[config.mk]
export PLATFORM = sky130hd
export DESIGN_NAME = swj_switch_sequencer
export DESIGN_NICKNAME = d
export VERILOG_FILES = /design/src/rtl/swj_seq_pkg.sv /design/src/rtl/swj_half_timer.sv /design/src/rtl/swj_bit_source.sv /design/src/rtl/swj_seq_ctrl.sv /design/src/rtl/swj_switch_sequencer.sv
export SDC_FILE = /design/constraint.sdc
export NUM_CORES = 1
export LEC_CHECK = 0
export BUFFER_PORTS_ARGS = -buffer_cell sky130_fd_sc_hd__buf_2
export CAP_MARGIN = 20
export CORE_ASPECT_RATIO = 0.9
export CORE_UTILIZATION = 45
export CTS_CLUSTER_SIZE = 12
export DETAILED_ROUTE_END_ITERATION = 10
export HOLD_SLACK_MARGIN = 0.1
export PLACE_DENSITY = 0.66
export SLEW_MARGIN = 25
export SYNTH_ARGS = -nofsm -noshare
export SYNTH_HDL_FRONTEND = slang
export SYNTH_SLANG_ARGS = --single-unit
[constraint.sdc]
create_clock -name clk -period 2.1 [get_ports clk]
set_clock_uncertainty 0.05 [all_clocks]
set_input_delay 0.21 -clock clk [delete_from_list [all_inputs] [get_ports clk]]
set_output_delay 0.21 -clock clk [all_outputs]
set_load 0.03 [all_outputs]
[src/rtl/swj_seq_pkg.sv]
package swj_seq_pkg;

  typedef enum logic [1:0] {
    PH_LEAD_RST = 2'd0,
    PH_SELECT   = 2'd1,
    PH_TAIL_RST = 2'd2,
    PH_SETTLE   = 2'd3
  } swj_phase_e;

  function automatic int unsigned swj_max3(int unsigned a, int unsigned b, int unsigned c);
    int unsigned m;
    m = (a > b) ? a : b;
    return (m > c) ? m : c;
  endfunction

endpackage

[src/rtl/swj_half_timer.sv]
module swj_half_timer #(
  parameter int unsigned DIV_W = 8
) (
  input  logic             clk,
  input  logic             rst_n,
  input  logic             run,
  input  logic [DIV_W-1:0] div_lim,
  output logic             half_done
);

  logic [DIV_W-1:0] cnt_q;

  always_ff @(posedge clk or negedge rst_n) begin
    if (!rst_n)               cnt_q <= '0;
    else if (!run)            cnt_q <= '0;
    else if (cnt_q == div_lim) cnt_q <= '0;
    else                      cnt_q <= cnt_q + 1'b1;
  end

  assign half_done = run && (cnt_q == div_lim);

  assert_count_bounded_R3: assert property (@(posedge clk) disable iff (!rst_n)
    run |-> (cnt_q <= div_lim));

endmodule

[src/rtl/swj_bit_source.sv]
module swj_bit_source
  import swj_seq_pkg::*;
#(
  parameter int unsigned RESET_LEN = 56,
  parameter int unsigned IDLE_LEN  = 12,
  parameter int unsigned CODE_LEN  = 16,
  parameter logic [CODE_LEN-1:0] CODE = 16'hE79E
) (
  input  logic clk,
  input  logic rst_n,
  input  logic load,
  input  logic load_full,
  input  logic advance,
  output logic bit_val,
  output logic last_bit
);

  localparam int unsigned MAX_LEN = swj_max3(RESET_LEN, IDLE_LEN, CODE_LEN);
  localparam int unsigned IDX_W   = (MAX_LEN > 1) ? $clog2(MAX_LEN) : 1;

  swj_phase_e       phase_q;
  logic [IDX_W-1:0] idx_q;
  logic [IDX_W-1:0] last_idx;
  logic [MAX_LEN-1:0] code_ext;
  logic             phase_end;

  assign code_ext = MAX_LEN'(CODE);

  always_comb begin
    case (phase_q)
      PH_LEAD_RST, PH_TAIL_RST: last_idx = IDX_W'(RESET_LEN - 1);
      PH_SELECT:                last_idx = IDX_W'(CODE_LEN - 1);
      default:                  last_idx = IDX_W'(IDLE_LEN - 1);
    endcase
  end

  always_comb begin
    case (phase_q)
      PH_LEAD_RST, PH_TAIL_RST: bit_val = 1'b1;
      PH_SELECT:                bit_val = code_ext[idx_q];
      default:                  bit_val = 1'b0;
    endcase
  end

  assign phase_end = (idx_q == last_idx);
  assign last_bit  = (phase_q == PH_SETTLE) && phase_end;

  always_ff @(posedge clk or negedge rst_n) begin
    if (!rst_n) begin
      phase_q <= PH_SETTLE;
      idx_q   <= '0;
    end else if (load) begin
      phase_q <= load_full ? PH_LEAD_RST : PH_TAIL_RST;
      idx_q   <= '0;
    end else if (advance) begin
      if (phase_end) begin
        idx_q <= '0;
        case (phase_q)
          PH_LEAD_RST: phase_q <= PH_SELECT;
          PH_SELECT:   phase_q <= PH_TAIL_RST;
          default:     phase_q <= PH_SETTLE;
        endcase
      end else begin
        idx_q <= idx_q + 1'b1;
      end
    end
  end

  assert_index_in_phase_R2: assert property (@(posedge clk) disable iff (!rst_n)
    idx_q <= last_idx);

  assert_settle_holds_R4: assert property (@(posedge clk) disable iff (!rst_n)
    (phase_q == PH_SETTLE && !load) |=> (phase_q == PH_SETTLE));

endmodule

[src/rtl/swj_seq_ctrl.sv]
module swj_seq_ctrl #(
  parameter int unsigned DIV_W = 8
) (
  input  logic             clk,
  input  logic             rst_n,
  input  logic             start_full,
  input  logic             start_line_reset,
  input  logic [DIV_W-1:0] div_in,
  input  logic             half_done,
  input  logic             last_bit,
  output logic             busy,
  output logic             done,
  output logic             sclk,
  output logic [DIV_W-1:0] div_lim,
  output logic             load,
  output logic             load_full,
  output logic             advance
);

  logic start_any;

  assign start_any = start_full | start_line_reset;
  assign load      = !busy && start_any;
  assign load_full = start_full;
  assign advance   = busy && half_done && sclk;

  always_ff @(posedge clk or negedge rst_n) begin
    if (!rst_n) begin
      busy    <= 1'b0;
      done    <= 1'b0;
      sclk    <= 1'b0;
      div_lim <= '0;
    end else if (!busy) begin
      done <= 1'b0;
      sclk <= 1'b0;
      if (start_any) begin
        busy    <= 1'b1;
        div_lim <= div_in;
      end
    end else if (half_done) begin
      if (!sclk) begin
        sclk <= 1'b1;
      end else begin
        sclk <= 1'b0;
        if (last_bit) begin
          busy <= 1'b0;
          done <= 1'b1;
        end
      end
    end
  end

  assert_done_single_R5: assert property (@(posedge clk) disable iff (!rst_n)
    done |=> !done);

  assert_done_ends_busy_R5: assert property (@(posedge clk) disable iff (!rst_n)
    done |-> !busy);

  assert_divider_frozen_R8: assert property (@(posedge clk) disable iff (!rst_n)
    (busy && $past(busy)) |-> $stable(div_lim));

  assert_start_ignored_R6: assert property (@(posedge clk) disable iff (!rst_n)
    (busy && start_any && !advance) |=> busy);

endmodule

[src/rtl/swj_switch_sequencer.sv]
module swj_switch_sequencer #(
  parameter int unsigned DIV_W     = 8,
  parameter int unsigned RESET_LEN = 56,
  parameter int unsigned IDLE_LEN  = 12,
  parameter int unsigned CODE_LEN  = 16,
  parameter logic [CODE_LEN-1:0] SELECT_CODE = 16'hE79E
) (
  input  logic             clk,
  input  logic             rst_n,
  input  logic             start_full,
  input  logic             start_line_reset,
  input  logic [DIV_W-1:0] div_value,
  output logic             busy,
  output logic             done,
  output logic             dbg_clk,
  output logic             dbg_dat
);

  logic             half_done;
  logic             last_bit;
  logic             bit_val;
  logic             sclk;
  logic [DIV_W-1:0] div_lim;
  logic             load;
  logic             load_full;
  logic             advance;

  swj_seq_ctrl #(.DIV_W(DIV_W)) u_ctrl (
    .clk              (clk),
    .rst_n            (rst_n),
    .start_full       (start_full),
    .start_line_reset (start_line_reset),
    .div_in           (div_value),
    .half_done        (half_done),
    .last_bit         (last_bit),
    .busy             (busy),
    .done             (done),
    .sclk             (sclk),
    .div_lim          (div_lim),
    .load             (load),
    .load_full        (load_full),
    .advance          (advance)
  );

  swj_half_timer #(.DIV_W(DIV_W)) u_timer (
    .clk       (clk),
    .rst_n     (rst_n),
    .run       (busy),
    .div_lim   (div_lim),
    .half_done (half_done)
  );

  swj_bit_source #(
    .RESET_LEN (RESET_LEN),
    .IDLE_LEN  (IDLE_LEN),
    .CODE_LEN  (CODE_LEN),
    .CODE      (SELECT_CODE)
  ) u_bits (
    .clk       (clk),
    .rst_n     (rst_n),
    .load      (load),
    .load_full (load_full),
    .advance   (advance),
    .bit_val   (bit_val),
    .last_bit  (last_bit)
  );

  assign dbg_clk = sclk;
  assign dbg_dat = busy & bit_val;

  assert_clk_quiet_idle_R10: assert property (@(posedge clk) disable iff (!rst_n)
    !busy |-> !dbg_clk);

  assert_data_steady_high_R3: assert property (@(posedge clk) disable iff (!rst_n)
    (dbg_clk && $past(dbg_clk)) |-> $stable(dbg_dat));

  assert_lines_low_idle_R9: assert property (@(posedge clk) disable iff (!rst_n)
    !busy |-> !dbg_dat);

endmodule

==> results of run 1 <==
==> worst register-to-register path, delay by kind of cell, from the launching register on <==
kind / cells / cell delay [ns]
AO/OA/AOI/OAI: 1 / 0.15
XOR/XNOR: 1 / 0.19
buffers and inverters: 1 / 0.18
flip-flops: 1 / 0.46
AND/OR/NAND/NOR: 3 / 0.85
==> metal layers <==
layer | GRT usage | up-vias
met2 | 0.3318 | 19
met3 | 0.02791 | 5
met5 | 0 | -
li1 | - | 596
met1 | 0.2840 | 589
met4 | 0.06667 | 0
==> report_power, final <==
part           internal [mW]  leakage [nW]  total (mW)  switching, mW
Clock                 0.0732        0.0139       0.240          0.167
Sequential             0.622         0.334       0.743          0.121
Combinational          0.228         0.446       0.456          0.228
Total                  0.923         0.793        1.44          0.516
==> through the flow <==
stage / total power, mW / area, sq um / setup slack (ns) / instances / util
final: 1.439 / 1754 / -0.1991 / 231 / 0.5720
after global routing: 1.563 / 1754 / -0.3030 / 231 / 0.5720
after CTS: 1.430 / 1727 / -0.2127 / 228 / 0.5630
after detailed placement: 1.154 / 1578 / 0.05245 / 214 / 0.5145
after global placement: 1.140 / 1578 / 0.06775 / 214 / 0.5145
after floorplan: 1.053 / 1458 / 0.1179 / 159 / -
==> final timing paths <==
kind | from | endpoint | slack [ns]
worst max-delay path | u_bits.idx_q[1] | dbg_dat | -0.20
worst min-delay path | start_line_reset | u_ctrl.div_lim[2] | 0.30
worst max register to register | u_timer.cnt_q[5] | u_bits.idx_q[0] | 0.17
worst min register to register | u_ctrl.done | u_ctrl.done | 0.46
max in group asynchronous | rst_n | u_timer.cnt_q[2] | 1.26
min in group asynchronous | rst_n | u_bits.idx_q[2] | 0.33
==> state kept, by name, summed over array words and instances, names as in the netlist <==
register        cells
u_ctrl.div_lim      8
u_ctrl.done         1
u_ctrl.busy         1
u_ctrl.sclk         1
u_bits.idx_q        6
u_timer.cnt_q       8
u_bits.phase_q      2
==> logic make-up after synthesis <==
kind of cell             count (synthesis)  share of synthesized area
multiplexers                             1                   0.006885
AO/OA/AOI/OAI                           20                    0.09724
XOR/XNOR                                15                    0.09036
flip-flops                              27                     0.4664
AND/OR/NAND/NOR                         80                     0.2668
adder cells (fa/ha/maj)                  3                    0.02582
buffers and inverters                   13                    0.04647
==> Yosys cell counts (3+ instances only) <==
cell type,count,share of area
o21ai_0,3,0.010
buf_2,3,0.010
nand3_1,7,0.024
xor2_1,11,0.066
inv_1,6,0.015
nor3_1,6,0.021
a21oi_1,5,0.017
dfrtp_1,25,0.43
xnor2_1,4,0.024
nand2_1,32,0.083
ha_1,3,0.026
nor2_1,18,0.046
==> what timing repair did <==
item | CTS | global route
buffers inserted | 0 | 3
cloned | 0 | 0
pin swaps | 2 | 0
endpoints found under the hold margin | 34 | 0
setup endpoints to repair | 1 | 6
hold buffers | 10 | 0
gates resized for setup | 6 | 1
==> layout make-up <==
class | count | area (sq um) | share of cell area
clock buffers | 3 | 22.52 | 0.01284
repair buffers | 33 | 241.5 | 0.1377
multi-input cells | 119 | 729.5 | 0.4158
flip-flops and latches | 27 | 678.2 | 0.3866
inverters | 6 | 22.52 | 0.01284
well taps | 42 | 52.55 | 0.02996
clock inverters | 1 | 7.507 | 0.004280
==> results list, run 1 <==
* Tightest Pin Transition: 0.6366 ns
- Dividing the final minimum period by the clock period gives 1.095.
- Vias in the first global route: 1212
- Worst Setup End Kind: primary output
- In the routed design, unresolved DRC markers number 0.
* Die Span Y: 55.93 um
- Unrepaired setup endpoints after global routing: true
- For this block, the via count after detailed routing is 1209.
- Fin worst setup slack: -0.1991 ns
- For this run, asynchronously set or reset flops after synthesis account for 1.000.
* Total count of hold-check failures in the final report: 0
- The worst hold path passes through 4 cells.
- For this design the static power due to leakage is 0.7934 nW.
- Power Density: 820.4 nW/um^2
- TritonCTS clock tree: yes
- For this block, wires on met1 add up to 1.519 mm.
- Wire length on met3: 57 um
* Starting Density: 0.4741
- For this run, the post-layout net count is 205.
- Cell depth of the worst setup path: 8
* Max Cap Violations: 0
- The first detailed-routing pass took 4 iterations.
* CP Launch Type: flop
* Slowest cell on crit path: or4_1
- Pin count of the biggest net entering global routing: 28
* Number of DRC markers after the initial detailed-route iteration: 96
- Across every metal layer, demand over resource in global routing totals 0.2067.
- Crit Path Category: flop to primary output
- Final total negative setup slack: -0.1991 ns
- Row generation in the floorplan step produced 19 rows.
- Yosys mapped a number of flops with a built-in enable equal to 0.
* Count of input and output buffers: 15
- Buffers and inverters on the worst path: 2
- Count of final setup violators: 1
- Final routed wire length divided by cell count: 12.96 um
- Most common library cell in the layout ignoring fill and taps: nand2_1
* Ant diodes: 0
- Critical-path maximum fanout: 3
- Clock-pin slew was measured on the worst setup and hold paths at 0.15 ns.
- Wire length of the first global-routing pass: 5.354 mm
- Pins Over Slew Limit: 0
* Sequential cell area fraction in the yosys report: 0.4664
- Sequence of cells on the critical path: inv_2 > ha_4 > nor2b_1 > a211oi_2 > a21oi_1 > or4_1 > a21oi_2 > buf_6
- In the detailed route, the total length drawn on met2 is 1.363 mm.
- Per-cell via count in the routed design: 5.234
* Primary FF master, synth: dfrtp_1
* Headroom to the max-slew limit: 0.5727
- In this run the number of H-tree levels came out at 1.
* Fraction of layout instances using a drive strength above 1: 0.2169
- HPWL after detailed placement: 2.013 mm
- Counting every instance in the synthesized netlist gives 159.
* Clock latency of the later-clocked register in the worst-skew pair: 0.34 ns
- The floorplan step defined a die boundary enclosing 3463 sq um.
- During I/O placement, the number of pins put on the boundary was 16.
* Violated checks: setup timing
- After detailed routing, the total wire length is 2.993 mm.
* Worst stage delay on the critical path: 0.43 ns
- The cell sitting at the root of the clock tree is a clkbuf_4.
* RePlAce Congestion: 0.8017
- The run finished, with violations left.
- For this run, the number of Yosys warnings is 0.
- Number of buffers created by CTS: 3
- Remaining antenna violation count after routing: 0
- In this run, synthesis produced a sequential element count of 27.
* Path category of the worst min-delay check: primary input to flop
- Data arrival, critical path: 2.04 ns
- Maximum operating frequency: 435.0 MHz
* Post-Syn Area: 1454 sq um
- Worst path required time: 1.84 ns
- Counting every sink on the clock net gives 27.
* Top Metal Used: met4
* Number of buffers between clock root and the deepest sink: 2
- On the final layout, the worst hold slack is 0.2965 ns.
- Compared with the post-synthesis result, the final layout area differs by 20.65%.
* Horizontal die dimension: 61.92 um
- Among cell families on the critical path, the largest total delay comes from simple AND/OR/NAND/NOR gates.
* Number of antenna violations at the first check in global routing: 0
- The number of nets handed over by synthesis was 174.
- Floorplan Core Area: 3067 sq um
- Leaving out fill and tap cells, the most frequent cells in the layout are nand2_1 (32), dfrtp_1 (25), nor2_1 (18), buf_2 (14), xor2_1 (11).
* Count of filler cells inserted in the layout: 268
* Unique cell type count in the Yosys netlist: 39
* Mean Syn Cell Area: 9.144 sq um
* Min Clock Period, post-route: 2.299 ns
* Worst vdd ir: 0.5061 mV
- The worst register-to-register path has a depth of 6.
- For this run the aggregate overflow at the end of global routing stands at 0.
(Power assumes the default switching activity.)
==> run 2, diff against run 1 <==
--- a/config.mk
+++ b/config.mk
@@ -7,7 +7,7 @@
 export LEC_CHECK = 0
 export BUFFER_PORTS_ARGS = -buffer_cell sky130_fd_sc_hd__buf_2
 export CAP_MARGIN = 20
-export CORE_ASPECT_RATIO = 0.9
+export CORE_ASPECT_RATIO = 1.4
 export CORE_UTILIZATION = 45
 export CTS_CLUSTER_SIZE = 12
 export DETAILED_ROUTE_END_ITERATION = 10
==> results list, run 2 (synthesis gave the netlist of run 1 again) <==
* Layout area overhead: 20.05%
* Fraction of layout instances using a drive strength above 1: 0.2043
- The worst register-to-register path ends at u_bits.idx_q[0].
- For this block, the initial DRC count from the detailed router was 28.
* DRC viols: 0
- The initial utilization of the core area, before any placement, comes to 0.4701.
- GRT met1 Usage: 0.2396
- Die Span Y: 69.26 um
- The total count of max-transition violations in the final report is 0.
- Violated checks: setup timing
* Total power: 1.475 mW
- Tracing the worst setup path back leads to its startpoint at u_bits.idx_q[0].
- Worst Setup End Kind: primary output
- Min Clock Period, post-route: 2.210 ns
* DIE AREA: 3466 sq um
* Worst path required time: 1.84 ns
* Highest-count cells in the layout ignoring fill and taps: nand2_1 (32), dfrtp_1 (25), nor2_1 (18), buf_2 (14), xor2_1 (11)
* Met2 Track Usage GR: 0.3452
- Count of input and output buffers: 15
- HPWL after detailed placement: 2.145 mm
- Pre-CTS WS: 0.04077 ns
* Power Density: 845.3 nW/um^2
- The later pin in the worst-skew pair is clocked with a latency of 0.26 ns.
- Number of standard-cell rows in the floorplan: 24
- The tightest min-delay check is of the primary input to asynchronous set/reset pin type.
* Count of final setup violators: 1
- Setup repair after global routing could not meet its margin everywhere.
- Data arrives at the worst endpoint at 1.95 ns.
- Derived from the worst setup path, the maximum achievable clock frequency is 452.4 MHz.
- For this run, the post-layout net count is 202.
- Entering global routing, the biggest net connects 28 pins.
- CP Launch Type: flop
- Summed over all layers, the global routing overflow is 0.
- Per-cell via count in the routed design: 5.276
- The count of final hold-check violations came to 0.
- CTS saw 27 sinks.
- Root buffer cell: clkbuf_8
- Summed over all cells, the static leakage comes to 0.7849 nW.
- Top flop regs: u_ctrl.div_lim (8), u_timer.cnt_q (8), u_bits.idx_q (6)
- The worst setup path is of the flop to primary output kind.
- Horizontal die dimension: 50.04 um
- The number of clock buffers added by TritonCTS is 3.
- Across the VDD grid, the largest voltage drop is 0.6679 mV.
- The initial antenna violation count was 0.
* Final routed wire length divided by cell count: 13.20 um
- Capture point of the critical path: dbg_dat
- Max Cap Violations: 0
* Wire length of the first global-routing pass: 5.306 mm
- Worst-path clk slew: 0.08 ns
- Across every metal layer, demand over resource in global routing totals 0.1970.
- Vias in the first global route: 1238
- Critical-path maximum fanout: 4
- Remaining antenna violation count after routing: 0
* Number of buffers between clock root and the deepest sink: 2
* Busiest layer in global routing: met2
* Tightest Pin Transition: 0.6854 ns
* Floorplan Core Area: 3093 sq um
- TritonCTS clock tree: yes
- Reg2reg setup slack: 0.21 ns
- Fin worst setup slack: -0.1103 ns
- The flow ran to the end, but the final reports show violations.
- Headroom to the max-slew limit: 0.5400
- For this run, global-route usage on met3 was measured as 0.02632.
* Portion of the clock cycle consumed by the worst path in the final layout: 1.053
* RePlAce Congestion: 0.8095
* Ant diodes: 0
* Most common library cell in the layout ignoring fill and taps: nand2_1
- The worst register-to-register path begins at u_timer.cnt_q[5].
- Measured in cells, the most critical reg-to-reg path has a length of 6.
- The routed layout has 1187 vias.
* Final Routed Wirelength: 2.969 mm
* Max H-tree Level: 1
- For this run, the detailed router's first-pass iteration total came to 4.
- 16 I/O pins were placed.
-- run 2: changes by cell type in the layout (fill, tap and decap cells not counted), sizes merged --
cell / previous run / this run
clkinvlp: 1 / 0
clkbuf: 3 / 4
buf: 23 / 20
-- run 2: worst max-delay path, cell delays in order, from the launching register on --
cell and delay [ns]:
dfrtp_1 0.41, inv_2 0.07, ha_4 0.16, nor2b_1 0.13, a211oi_2 0.15, a21oi_1 0.06
or4_1 0.43, a21oi_2 0.15, buf_6 0.14
-- run 2: repair_timing --
item / CTS / global route
buffers inserted: 0 / 1
hold buffers: 10 / 0
pin swaps: 2 / 1
endpoints found under the hold margin: 34 / 0
endpoints found under the setup margin: 1 / 3
gates resized for setup: 7 / 1
-- run 2: worst min path at each step --
| stage | from | to | cells past startpoint |
|---|---|---|---|
| floorplan | rst_n | u_bits.idx_q[0] | 0 |
| global placement | rst_n | u_bits.idx_q[3] | 1 |
| detailed placement | rst_n | u_bits.idx_q[5] | 1 |
| CTS | start_line_reset | u_bits.phase_q[0] | 5 |
| global route | start_line_reset | u_ctrl.div_lim[6] | 4 |
| finish | rst_n | u_bits.idx_q[5] | 2 |
-- run 2: area by class of cell --
class,count,area (sq um)
clock buffer,4,45.04
fill,270,1348
inverter,6,22.52
multi-input combinational,119,732.0
sequential,27,678.2
tap,39,48.80
timing repair buffer,30,219.0
-- run 2: stage by stage --
step / cells / instance area [sq um] / hold slack [ns] / util / setup TNS (ns)
after floorplan: 159 / 1458 / -0.1356 / - / 0
after global placement: 210 / 1567 / 0.1980 / 0.5065 / 0
after detailed placement: 210 / 1567 / 0.2031 / 0.5065 / 0
after CTS: 224 / 1733 / 0.4163 / 0.5603 / -0.1124
after global routing: 225 / 1745 / 0.4500 / 0.5643 / -0.2231
final: 225 / 1745 / 0.4203 / 0.5643 / -0.1103
-- run 2: routing by layer --
layer	wire, um	part of all wire	vias to the layer above
met4	19	0.0064	0
met3	60	0.020	2
met5	0	0	-
li1	-	-	589
met2	1648	0.56	16
met1	1241	0.42	580
-- run 2: report_power, final --
group          total [mW]  internal [mW]  switching (mW)
clock               0.283          0.135           0.147
combinational       0.450          0.220           0.230
sequential          0.743          0.622           0.121
